[src/rtl/mbx_abort_pkg.sv]
package mbx_abort_pkg;
  localparam int CODE_W = 4;
  localparam logic [CODE_W-1:0] CODE_IDLE  = 4'b0000;
  localparam logic [CODE_W-1:0] CODE_SENT  = 4'b1000;
  localparam logic [CODE_W-1:0] CODE_ABORT = 4'b1001;
  localparam logic [CODE_W-1:0] CODE_REQ   = 4'b1100;
endpackage

[src/rtl/mbx_dec.sv]
module mbx_dec #(
  parameter int N     = 4,
  parameter int IDX_W = 2
) (
  input  logic             en_i,
  input  logic [IDX_W-1:0] idx_i,
  output logic [N-1:0]     hot_o
);
  for (genvar g = 0; g < N; g++) begin : g_hot
    assign hot_o[g] = en_i && (idx_i == IDX_W'(g));
  end
endmodule

[src/rtl/mbx_rd_mux.sv]
module mbx_rd_mux #(
  parameter int N     = 4,
  parameter int W     = 4,
  parameter int IDX_W = 2
) (
  input  logic [N-1:0][W-1:0] data_i,
  input  logic [IDX_W-1:0]    idx_i,
  output logic [W-1:0]        data_o
);
  always_comb begin
    data_o = '0;
    for (int k = 0; k < N; k++)
      if (idx_i == IDX_W'(k)) data_o = data_i[k];
  end
endmodule

[src/rtl/mbx_slot.sv]
module mbx_slot
  import mbx_abort_pkg::*;
(
  input  logic              clk_i,
  input  logic              rst_ni,
  input  logic              abort_en_i,
  input  logic              wr_hit_i,
  input  logic [CODE_W-1:0] wr_code_i,
  input  logic              start_hit_i,
  input  logic              done_hit_i,
  input  logic              done_ok_i,
  input  logic              flag_clr_i,
  output logic [CODE_W-1:0] code_o,
  output logic              busy_o,
  output logic              pend_o,
  output logic              flag_o
);
  logic [CODE_W-1:0] code_q;
  logic busy_q, pend_q, flag_q, flag_set;

  // frame end resolves a busy slot; otherwise writes beat starts
  assign flag_set = done_hit_i && busy_q && (done_ok_i || pend_q);

  always_ff @(posedge clk_i or negedge rst_ni) begin
    if (!rst_ni) begin
      code_q <= CODE_IDLE;
      busy_q <= 1'b0;
      pend_q <= 1'b0;
    end else if (done_hit_i && busy_q) begin
      busy_q <= 1'b0;
      pend_q <= 1'b0;
      if (done_ok_i)   code_q <= CODE_SENT;
      else if (pend_q) code_q <= CODE_ABORT;
    end else if (wr_hit_i && !busy_q) begin
      code_q <= wr_code_i;
    end else if (wr_hit_i && busy_q) begin
      if (abort_en_i && (wr_code_i == CODE_ABORT)) pend_q <= 1'b1;
    end else if (start_hit_i && (code_q == CODE_REQ)) begin
      busy_q <= 1'b1;
    end
  end

  always_ff @(posedge clk_i or negedge rst_ni) begin
    if (!rst_ni) flag_q <= 1'b0;
    else         flag_q <= flag_set || (flag_q && !flag_clr_i);
  end

  assign code_o = code_q;
  assign busy_o = busy_q;
  assign pend_o = pend_q;
  assign flag_o = flag_q;
endmodule

[src/rtl/mbx_abort_ctrl.sv]
module mbx_abort_ctrl
  import mbx_abort_pkg::*;
#(
  parameter int NUM_MB = 4,
  localparam int IDX_W = (NUM_MB > 1) ? $clog2(NUM_MB) : 1
) (
  input  logic              clk_i,
  input  logic              rst_ni,
  input  logic              abort_en_i,
  input  logic              wr_en_i,
  input  logic [IDX_W-1:0]  wr_idx_i,
  input  logic [CODE_W-1:0] wr_code_i,
  input  logic [IDX_W-1:0]  rd_idx_i,
  output logic [CODE_W-1:0] rd_code_o,
  input  logic [NUM_MB-1:0] flag_clr_i,
  input  logic              tx_start_i,
  input  logic              tx_done_i,
  input  logic              tx_ok_i,
  input  logic [IDX_W-1:0]  tx_idx_i,
  output logic [NUM_MB-1:0] tx_busy_o,
  output logic [NUM_MB-1:0] abort_pend_o,
  output logic [NUM_MB-1:0] iflag_o
);
  logic [NUM_MB-1:0] wr_hit, start_hit, done_hit;
  logic [NUM_MB-1:0][CODE_W-1:0] mb_code;

  mbx_dec #(.N(NUM_MB), .IDX_W(IDX_W)) u_wr_dec (
    .en_i(wr_en_i), .idx_i(wr_idx_i), .hot_o(wr_hit));
  mbx_dec #(.N(NUM_MB), .IDX_W(IDX_W)) u_st_dec (
    .en_i(tx_start_i), .idx_i(tx_idx_i), .hot_o(start_hit));
  mbx_dec #(.N(NUM_MB), .IDX_W(IDX_W)) u_dn_dec (
    .en_i(tx_done_i), .idx_i(tx_idx_i), .hot_o(done_hit));

  for (genvar g = 0; g < NUM_MB; g++) begin : g_slot
    mbx_slot u_slot (
      .clk_i      (clk_i),
      .rst_ni     (rst_ni),
      .abort_en_i (abort_en_i),
      .wr_hit_i   (wr_hit[g]),
      .wr_code_i  (wr_code_i),
      .start_hit_i(start_hit[g]),
      .done_hit_i (done_hit[g]),
      .done_ok_i  (tx_ok_i),
      .flag_clr_i (flag_clr_i[g]),
      .code_o     (mb_code[g]),
      .busy_o     (tx_busy_o[g]),
      .pend_o     (abort_pend_o[g]),
      .flag_o     (iflag_o[g])
    );
  end

  mbx_rd_mux #(.N(NUM_MB), .W(CODE_W), .IDX_W(IDX_W)) u_rd_mux (
    .data_i(mb_code), .idx_i(rd_idx_i), .data_o(rd_code_o));
endmodule

[config.mk]
export PLATFORM = sky130hd
export DESIGN_NAME = mbx_abort_ctrl
export DESIGN_NICKNAME = d
export VERILOG_FILES = /design/src/rtl/mbx_abort_pkg.sv /design/src/rtl/mbx_dec.sv /design/src/rtl/mbx_rd_mux.sv /design/src/rtl/mbx_slot.sv /design/src/rtl/mbx_abort_ctrl.sv
export SDC_FILE = /design/constraint.sdc
export NUM_CORES = 1
export LEC_CHECK = 0
export BUFFER_PORTS_ARGS = -buffer_cell sky130_fd_sc_hd__buf_2
export CAP_MARGIN = 20
export CELL_PAD_IN_SITES_DETAIL_PLACEMENT = 0
export CELL_PAD_IN_SITES_GLOBAL_PLACEMENT = 1
export CORE_ASPECT_RATIO = 0.7
export CORE_MARGIN = 1
export CORE_UTILIZATION = 35
export DETAILED_ROUTE_END_ITERATION = 10
export PLACE_DENSITY = 0.69
export SLEW_MARGIN = 20
export SYNTH_ARGS = -nofsm -noshare
export SYNTH_HDL_FRONTEND = slang
export SYNTH_SLANG_ARGS = --single-unit
export TNS_END_PERCENT = 1
[constraint.sdc]
create_clock -name clk_i -period 1.2 [get_ports clk_i]
set_clock_uncertainty 0.05 [all_clocks]
set_input_delay 0.06 -clock clk_i [delete_from_list [all_inputs] [get_ports clk_i]]
set_output_delay 0.06 -clock clk_i [all_outputs]
set_load 0.05 [all_outputs]
==> results of run 1 <==
## cells by family (layout without fill, tap and decap cells)
| family | after synthesis | after routing |
|---|---|---|
| and+or+nand+nor | 59 | 59 |
| muxes | 4 | 4 |
| AOI/OAI and AO/OA | 40 | 40 |
| DFF | 28 | 28 |
| buffers and inverters | 25 | 72 |
## placed cells by master, fill, tap and decap left out, drive strengths merged
| master | synthesis | layout |
|---|---|---|
| o31ai | 2 | 2 |
| and4bb | 3 | 3 |
| o22ai | 2 | 2 |
| and4b | 3 | 3 |
| nor2b | 1 | 1 |
| o21a | 4 | 4 |
| mux4 | 4 | 4 |
| nand2b | 2 | 2 |
| dfrtp | 28 | 28 |
| inv | 6 | 6 |
| dlygate4sd3 | 0 | 5 |
| o21ai | 16 | 16 |
| nand2 | 16 | 16 |
| nand4b | 3 | 3 |
| nor4b | 3 | 3 |
| and2b | 1 | 1 |
| clkbuf | 1 | 4 |
| a221oi | 3 | 3 |
| nor2 | 13 | 13 |
| or4b | 1 | 1 |
| a31oi | 4 | 4 |
| and4 | 1 | 1 |
| a211oi | 2 | 2 |
| a21oi | 7 | 7 |
| nand4 | 2 | 2 |
| buf | 18 | 57 |
| nor4bb | 2 | 2 |
| and2 | 1 | 1 |
| nor3 | 4 | 4 |
| nand4bb | 3 | 3 |
## what timing repair did
item | CTS | global route
setup buffers | 1 | 0
endpoints found under the setup margin | 14 | 29
gates resized for setup | 14 | 16
pin swaps | 4 | 2
cloned | 0 | 0
hold endpoints to repair | 32 | 0
hold buffers | 5 | 0
## through the flow
| stage | TNS [ns] | hold WS, ns | instance area, sq um |
|---|---|---|---|
| floorplan | -0.1639 | -0.2856 | 1582 |
| global placement | -0.2872 | 0.03480 | 1847 |
| detailed placement | -0.5650 | 0.03671 | 1847 |
| CTS | -1.604 | 0.03735 | 1983 |
| global route | -2.610 | 0.02942 | 2012 |
| finish | -1.714 | 0.03473 | 2012 |
## worst min path at each step
stage | start | endpoint | slack, ns | cells past startpoint
after floorplan | rst_ni | g_slot[0].u_slot.busy_o | -0.29 | 0
after global placement | rst_ni | g_slot[3].u_slot.pend_o | 0.03 | 2
after detailed placement | rst_ni | g_slot[3].u_slot.code_o[0] | 0.04 | 2
after CTS | wr_code_i[2] | g_slot[2].u_slot.code_o[2] | 0.04 | 3
after global routing | wr_code_i[2] | g_slot[3].u_slot.code_o[2] | 0.03 | 3
final | wr_code_i[2] | g_slot[1].u_slot.code_o[2] | 0.03 | 3
## cell type report
class                      count  area, sq um
fill                         417         2317
multi-input combinational    103        749.5
sequential                    28        701.9
timing repair buffer          63        427.9
tap                           55        68.82
clock buffer                   3        41.29
inverter                       6        22.52
## state kept, by name, indices dropped and copies added (netlist names)
| signal | cells |
|---|---|
| g_slot.u_slot.code_o | 16 |
| g_slot.u_slot.busy_o | 4 |
| g_slot.u_slot.flag_o | 4 |
| g_slot.u_slot.pend_o | 4 |
## worst max-delay path, cell delays in order, from the launching register on
cell	delay [ns]
dfrtp_1	0.43
mux4_2	0.51
buf_6	0.17
## per-layer routing
metal	routed length (microns)	up-vias	share of wire [%]	track usage (%)
met4	46	0	1.0	4.762
met1	2172	679	47	29.53
li1	-	660	-	-
met3	329	6	7.2	6.772
met5	0	-	0	0
met2	2052	56	45	31.29
## power breakdown
part           total (uW)  internal (uW)  switching [uW]
clock network         507            225             281
registers            1260           1100             160
logic                1040            438             605
total                2810           1760            1050
==> flow_summary.json, run 1 <==
{
  "synth_top_family_by_area": "simple AND/OR/NAND/NOR gates",
  "die_h_microns": 58.24,
  "final_core_util_pct": 46.47,
  "p_leak_uw": 0.0008971,
  "slew_headroom_pct": 74.92,
  "synthDistinctLibCells": 34,
  "critPathKind": "reg2out",
  "synth_common_cells": "dfrtp_1, nand2_1, buf_4, o21ai_0, nor2_1",
  "yosysTopAreaCellShare_pct": 44.30,
  "ys_seq_elements": 28,
  "yosys.area_share.simple_pct": 24.53,
  "drt_iter0_markers": 89,
  "seq_area_frac_synth_pct": 44.30,
  "wirelength_mm": 4.600,
  "crit_path_end_kind": "primary output",
  "yosysMostFrequentCell": "dfrtp_1",
  "synth_warnings": 0,
  "cts.reportedPaths.clkPinSlew_ns": 0.09,
  "cts_sinks": 28,
  "worst_pin_slew_ns": 0.3762,
  "syn_area_sq_um": 1582,
  "hold_viol_final": 0,
  "portBuffers": 36,
  "status": "finished, violations left",
  "cap_violations": 0,
  "antenna_found_initial": 0,
  "required_ns": 1.09,
  "route.detailed.drc": 0,
  "hp-class": "in2reg",
  "synthXorXnorAreaFrac_pct": 0,
  "core_area_sq_um": 4329,
  "grt_pass1_vias": 1357,
  "die_area_sq_um": 4796,
  "synthesis.nets": 177,
  "cts_buffers": 3,
  "clockBufferDepth": 2,
  "r2r_start": "g_slot[0].u_slot.busy_o",
  "rows": 20,
  "drtPass1Iterations": 4,
  "drv_slew": 0,
  "crit_fanout": 2,
  "finalPower_uw": 2810,
  "diodes": 0,
  "synth_compound_area_share_pct": 15.11,
  "final_antenna_net_count": 0,
  "final_layout_size_suffix_gt1_share_pct": 38.92,
  "synth_ff_type": "dfrtp_1",
  "min_period_ns": 1.492,
  "r2r_end": "g_slot[0].u_slot.code_o[0]",
  "yosysTopAreaCell": "dfrtp_1",
  "cp-startpoint": "g_slot[3].u_slot.code_o[0]",
  "fin_crit_sh_pct": 124.3,
  "dp_cells": 249,
  "die_w_microns": 82.35,
  "r2r_cells": 3,
  "initial_utilization_pct": 36.53,
  "cp-endpoint": "rd_code_o[0]",
  "cts_tree": "done",
  "synthTopCellsByArea": "dfrtp_1, buf_4, mux4_2",
  "io_pins": 37,
  "yosys.area_share.adder_pct": 0,
  "syn_area_per_cell_sq_um": 10.14,
  "rsz0062_at_grt": "true",
  "vias": 1401,
  "synthArstFlopShare_pct": 100.0,
  "grt_use_total_pct": 20.97,
  "max_freq_ghz": 0.6702,
  "area_growth_pct": 27.22,
  "violations": "negative setup slack",
  "grt_max_degree": 29,
  "nets": 226,
  "arrival_ns": 1.38,
  "cellPowerDensity_nw_per_um2": 1397,
  "synthCells": 156,
  "synth_edf_count": 0,
  "dpl.hpwl_mm": 3.369,
  "final.setup.worst_slack_ns": -0.2920,
  "gp_congestion": 0.8573,
  "r2r_slack_ns": -0.11,
  "post-place-ws_ns": -0.1100,
  "synthMuxAreaShare_pct": 5.696,
  "gr-total-overflow": 0,
  "critPathLaunchType": "flip-flop",
  "setup-violations-final": 14,
  "clk_latency_ns": 0.27,
  "clk_root_buffer_cell": "clkbuf_8",
  "via_per_inst": 5.430,
  "grt_first_pass_wirelength_mm": 7.148,
  "stdcell_count": 258,
  "wire_per_inst_microns": 17.83,
  "htree_num_levels": 1,
  "vdd_ir_drop_max_mv": 0.6954
}
No activity file was read; power rests on OpenSTA's default activity.
==> inputs of run 2 (changes only) <==
- ABC_AREA: default -> 1
- CORE_UTILIZATION: 35 -> 34
- PLACE_DENSITY: 0.69 -> 0.72
==> run 2 against run 1 <==
Non-clock buffer count fell by 9. The run ends with design-rule violations left. Sequential share of layout area fell by 0.99 points. Register-to-register slack improved by 0.18 ns. Maximum frequency rose by 25%. Cell area rose by 2.7%. Global-route usage fell by 1.5 points.
==> flow_summary.json, run 2 <==
{
  "status": "finished, violations left",
  "violations": "design-rule violations",
  "cts_buffers": 3,
  "holdPathStages": 3,
  "critPathLaunchType": "flip-flop",
  "route.detailed.drc": 3,
  "yosysTopAreaCellShare_pct": 42.94,
  "diodes": 0,
  "final.setup.worst_slack_ns": 0.006185,
  "r2r_cells": 5,
  "swShare_pct": 40.88,
  "dp_cells": 313,
  "grt_max_degree": 29,
  "seq_power_share_pct": 39.7,
  "synth_common_cells": "nand2_1, nand3_1, inv_1",
  "arrival_ns": 1.08,
  "syn_area_sq_um": 1632,
  "cap_violations": 0,
  "cts.reportedPaths.clkPinSlew_ns": 0.10,
  "clkPwrFrac_pct": 22.4,
  "slowest_stage": "dfrtp_1",
  "required_ns": 1.09,
  "synthTopCellsByArea": "dfrtp_1, nand2_1, nand3_1",
  "antenna_found_initial": 0,
  "yosysMostFrequentCell": "nand2_1",
  "gp_congestion": 0.8604,
  "cts_tree": "done",
  "grt_pass1_vias": 1434,
  "slew_headroom_pct": 74.33,
  "rsz0062_at_grt": "true",
  "gr-total-overflow": 0,
  "die_h_microns": 59.96,
  "syn_area_per_cell_sq_um": 7.219,
  "finalPower_uw": 3487,
  "core_area_sq_um": 4479,
  "setup-violations-final": 0,
  "clockBufferDepth": 2,
  "drt_iter0_markers": 112,
  "wire_per_inst_microns": 13.21,
  "worst_pin_slew_ns": 0.3851,
  "max_freq_ghz": 0.8377,
  "area_growth_pct": 26.69,
  "drv_slew": 0,
  "dpl.hpwl_mm": 3.287,
  "wirelength_mm": 4.307,
  "clk_latency_ns": 0.28,
  "initial_utilization_pct": 36.42,
  "cts_sinks": 28,
  "clk_root_buffer_cell": "clkbuf_8",
  "synthArstFlopShare_pct": 100.0,
  "synth_edf_count": 0,
  "die_area_sq_um": 5084,
  "synthDistinctLibCells": 19,
  "switchingPower_uw": 1425,
  "largest_reg_flops": 16,
  "synth_warnings": 0,
  "fin_crit_sh_pct": 99.48,
  "portBuffers": 36,
  "synth_ff_type": "dfrtp_1",
  "p_leak_uw": 0.001108,
  "crit_path_end_kind": "primary output",
  "synthesis.nets": 247,
  "r2r_slack_ns": 0.07,
  "final_cell_mix": "nand2_1, buf_2, nand3_1, dfrtp_1, inv_1",
  "drtPass1Iterations": 9,
  "nets": 293,
  "vias": 1517,
  "rows": 20,
  "final_common_cell": "nand2_1",
  "critPathMaxStageDelay_ns": 0.43,
  "critPathKind": "reg2out",
  "io_pins": 37,
  "via_per_inst": 4.653,
  "yosysTopAreaCell": "dfrtp_1",
  "htree_num_levels": 1,
  "vdd_ir_drop_max_mv": 0.8968,
  "worstPathCellList": "nand3_1 -> nand4_1 -> buf_6",
  "final_layout_size_suffix_gt1_share_pct": 26.20,
  "synthCells": 226,
  "grt_first_pass_wirelength_mm": 7.521,
  "hp-class": "in2reg",
  "grt_use_total_pct": 19.52,
  "power.internal_uw": 2062,
  "die_w_microns": 84.80,
  "hold_viol_final": 0,
  "ys_seq_elements": 28,
  "crit_fanout": 3,
  "seq_area_frac_synth_pct": 42.94,
  "combinationalPowerShare_pct": 37.9,
  "post-place-ws_ns": 0.06960,
  "final_antenna_net_count": 0,
  "stdcell_count": 326,
  "min_period_ns": 1.194,
  "cellPowerDensity_nw_per_um2": 1687
}
==> run 2: power by group through the flow <==
stage / combinational [uW] / sequential (uW) / clock (uW)
floorplan: 1020 / 1340 / 0
CTS: 1300 / 1380 / 789
detailed placement: 1190 / 1410 / 0
global placement: 1190 / 1400 / 0
global route: 1450 / 1420 / 835
finish: 1320 / 1390 / 780
==> run 2: path summary, 6_finish.rpt <==
| kind | from | end |
|---|---|---|
| setup / recovery | g_slot[1].u_slot.code_o[3] | rd_code_o[3] |
| hold / removal | wr_code_i[3] | g_slot[3].u_slot.code_o[3] |
| setup reg to reg | g_slot[2].u_slot.busy_o | g_slot[2].u_slot.code_o[0] |
| hold reg to reg | g_slot[3].u_slot.flag_o | g_slot[3].u_slot.flag_o |
| max in group asynchronous | rst_ni | g_slot[2].u_slot.code_o[0] |
| min in group asynchronous | rst_ni | g_slot[0].u_slot.flag_o |
==> run 2: kinds of logic after synthesis <==
group           Yosys count  synth area share, %
buf+inv                  44                12.96
compound gates           21                6.748
flops                    28                42.94
simple gates            133                37.35
==> run 2: per-stage QoR <==
stage | setup TNS (ns) | cell area, sq um | util, % | hold slack (ns)
2_1_floorplan | 0 | 1632 | - | -0.2856
3_3_place_gp | 0 | 1853 | 41.37 | 0.04368
3_5_place_dp | 0 | 1853 | 41.37 | 0.04490
4_1_cts | -0.01690 | 2031 | 45.34 | 0.0008246
5_1_grt | -0.3037 | 2067 | 46.15 | 0.02221
6_report | 0 | 2067 | 46.15 | 0.003896
==> run 2: final cells by class <==
cell class                      instances  area (sq um)
Fill cell                             462          2412
Multi-Input combinational cell        154         752.0
Sequential cell                        28         700.7
Timing Repair Buffer                   54         357.8
Inverter                               31         116.4
Tap cell                               55         68.82
Clock buffer                            3         41.29
Clock inverter                          1         30.03
==> run 2: per-layer routing <==
| layer | vias to the layer above | GRT usage, % | share of wire [%] |
|---|---|---|---|
| li1 | 803 | - | - |
| met1 | 673 | 30.40 | 57 |
| met2 | 39 | 28.22 | 38 |
| met3 | 2 | 4.282 | 4.9 |
| met4 | 0 | 2.179 | 0.37 |
| met5 | - | 0 | 0 |
==> run 2: timing repair <==
| item | CTS | global route |
|---|---|---|
| resized for setup | 7 | 14 |
| setup endpoints to repair | 4 | 20 |
| hold buffers | 7 | 0 |
| gates cloned | 0 | 0 |
| hold endpoints to repair | 34 | 0 |
| setup buffers | 2 | 0 |
| pin swaps | 4 | 12 |
==> run 2: critical path, delay by kind of cell (launching register included) <==
| kind | cells | cell delay [ns] |
|---|---|---|
| buffers and inverters | 1 | 0.17 |
| flip-flops | 1 | 0.43 |
| AND/OR/NAND/NOR | 2 | 0.20 |
==> inputs of run 3 (changes only) <==
- BUFFER_PORTS_ARGS: -buffer_cell sky130_fd_sc_hd__buf_2 -> default
- CORE_UTILIZATION: 34 -> 40
- DONT_BUFFER_PORTS: default -> 1
- PLACE_DENSITY: 0.72 -> 0.71
==> run 3 against run 2 <==
The run ends with negative hold slack left. Die area shrank 15%. Sequential share of layout area grew 0.69 points. Worst setup slack gained 0.013 ns. Routed wire length shrank 1.2%. Combinational power is essentially flat. Final cell count shrank 5.8%. Via count grew 2.2%. Critical path depth is the same. Flip-flop and latch count is the same. Cell area shrank 2.0%. Clock-buffer cell count is the same.
==> flow_summary.json, run 3 (synthesized netlist as in run 2, its figures left out) <==
{
  "status": "finished, violations left",
  "violations": "negative hold slack",
  "die_w_microns": 78.34,
  "io_pins": 37,
  "dpl.hpwl_mm": 3.169,
  "final.setup.worst_slack_ns": 0.01937,
  "largest_reg_flops": 16,
  "hold_ws_ns": -0.008553,
  "die_area_sq_um": 4343,
  "grt_first_pass_wirelength_mm": 6.934,
  "critPathKind": "reg2out",
  "final_antenna_net_count": 0,
  "clockBufferDepth": 2,
  "grt_use_total_pct": 20.53,
  "die_h_microns": 55.44,
  "hp-class": "in2reg",
  "hold_start": "wr_idx_i[0]",
  "min_to": "g_slot[1].u_slot.pend_o",
  "rows": 19,
  "max_freq_ghz": 0.8470,
  "area_growth_pct": 24.16,
  "n_fill_cell": 399,
  "grt_use_met2_pct": 31.20,
  "portBuffers": 0,
  "p_leak_uw": 0.001044,
  "dp_cells": 281,
  "multi_input_area_sq_um": 734.5,
  "cts_buffers": 3,
  "wire_per_inst_microns": 13.87,
  "r2r_cells": 4,
  "cts_tree": "done",
  "final_layout_size_suffix_gt1_share_pct": 15.29,
  "fin_area_sq_um": 2026,
  "final_cell_mix": "nand2_1, nand3_1, inv_1, dfrtp_1, dlygate4sd3_1",
  "grt_max_degree": 29,
  "clk_latency_ns": 0.27,
  "final-seq-area_sq_um": 700.7,
  "route.detailed.drc": 0,
  "diodes": 0,
  "via_per_inst": 5.052,
  "cts.reportedPaths.clkPinSlew_ns": 0.09,
  "cellPowerDensity_nw_per_um2": 1590,
  "cts_sinks": 28,
  "holdPathStages": 4,
  "initial_utilization_pct": 41.59,
  "nets": 278,
  "final_common_cell": "nand2_1",
  "wirelength_mm": 4.257,
  "core_area_sq_um": 3923,
  "vdd_ir_drop_max_mv": 0.9524,
  "vias": 1551,
  "place_area_sq_um": 1722,
  "crit_fanout": 3,
  "r2r_end": "g_slot[2].u_slot.code_o[2]",
  "critPathLaunchType": "flip-flop",
  "crit_path_end_kind": "primary output",
  "gp_congestion": 0.8411,
  "antenna_found_initial": 0,
  "post-place-ws_ns": 0.01360,
  "htree_num_levels": 1,
  "setup-violations-final": 0,
  "grt.met1_usage_pct": 31.04,
  "grt_pass1_vias": 1446,
  "r2r_slack_ns": 0.08,
  "drt_iter0_markers": 105,
  "min_period_ns": 1.181,
  "required_ns": 1.09,
  "drv_slew": 0,
  "cap_violations": 0,
  "stdcell_count": 307,
  "rsz0062_at_grt": "true",
  "drtPass1Iterations": 4,
  "use_met3_pct": 3.636,
  "busiest_layer": "met2",
  "clk_root_buffer_cell": "clkbuf_8",
  "r2r_start": "g_slot[2].u_slot.busy_o",
  "gr-total-overflow": 0,
  "slew_headroom_pct": 74.60,
  "hold_viol_final": 3,
  "fin_crit_sh_pct": 98.39,
  "worst_pin_slew_ns": 0.3797,
  "arrival_ns": 1.07
}
==> run 3: through the flow <==
| step | total power [uW] | utilization, % | setup TNS, ns | hold slack (ns) |
|---|---|---|---|---|
| 2_1_floorplan | 2362 | - | 0 | -0.2856 |
| 3_3_place_gp | 2561 | 43.89 | 0 | -0.2851 |
| 3_5_place_dp | 2585 | 43.89 | 0 | -0.2852 |
| 4_1_cts | 3200 | 50.02 | -0.004768 | -0.05574 |
| 5_1_grt | 3420 | 51.64 | -0.1403 | 0.01290 |
| 6_report | 3221 | 51.64 | 0 | -0.008553 |
==> run 3: worst max-delay path by stage <==
stage                     depth (start not counted)  slack (ns)                        from                         end
after detailed placement                          5        0.01     g_slot[1].u_slot.busy_o  g_slot[1].u_slot.code_o[3]
after CTS                                         5      -0.003     g_slot[1].u_slot.busy_o  g_slot[1].u_slot.code_o[3]
after global routing                              3       -0.05  g_slot[0].u_slot.code_o[3]                rd_code_o[3]
after floorplan                                   4        0.15     g_slot[3].u_slot.busy_o  g_slot[3].u_slot.code_o[1]
after global placement                            5        0.03     g_slot[1].u_slot.busy_o  g_slot[1].u_slot.code_o[3]
final                                             3        0.02  g_slot[0].u_slot.code_o[0]                rd_code_o[0]
==> run 3: layer usage <==
metal | wire (microns) | part of all wire (%)
met1 | 2068 | 49
met2 | 1873 | 44
met3 | 265 | 6.2
met4 | 51 | 1.2
met5 | 0 | 0
==> run 3: critical path, cell delays in order (launching register included) <==
cell	delay [ns]
dfrtp_1	0.43
nand2_1	0.09
nand4_1	0.11
buf_6	0.18
==> run 3: power breakdown <==
group / switching [uW] / internal [uW]
Clock: 279 / 225
Sequential: 199 / 1190
Combinational: 868 / 459
Total: 1350 / 1870
==> run 3: cell type report <==
type,count,area share (%)
multi-input combinational,154,36.26
sequential,28,34.59
timing repair buffer,39,18.16
clock buffer,3,2.038
inverter,31,5.744
tap,52,3.212
==> run 3: repair_timing <==
| item | CTS | global route |
|---|---|---|
| setup buffers | 2 | 2 |
| setup endpoints to repair | 3 | 23 |
| resized for setup | 1 | 8 |
| hold buffers | 17 | 2 |
| pin swaps | 0 | 6 |
| hold endpoints to repair | 50 | 5 |
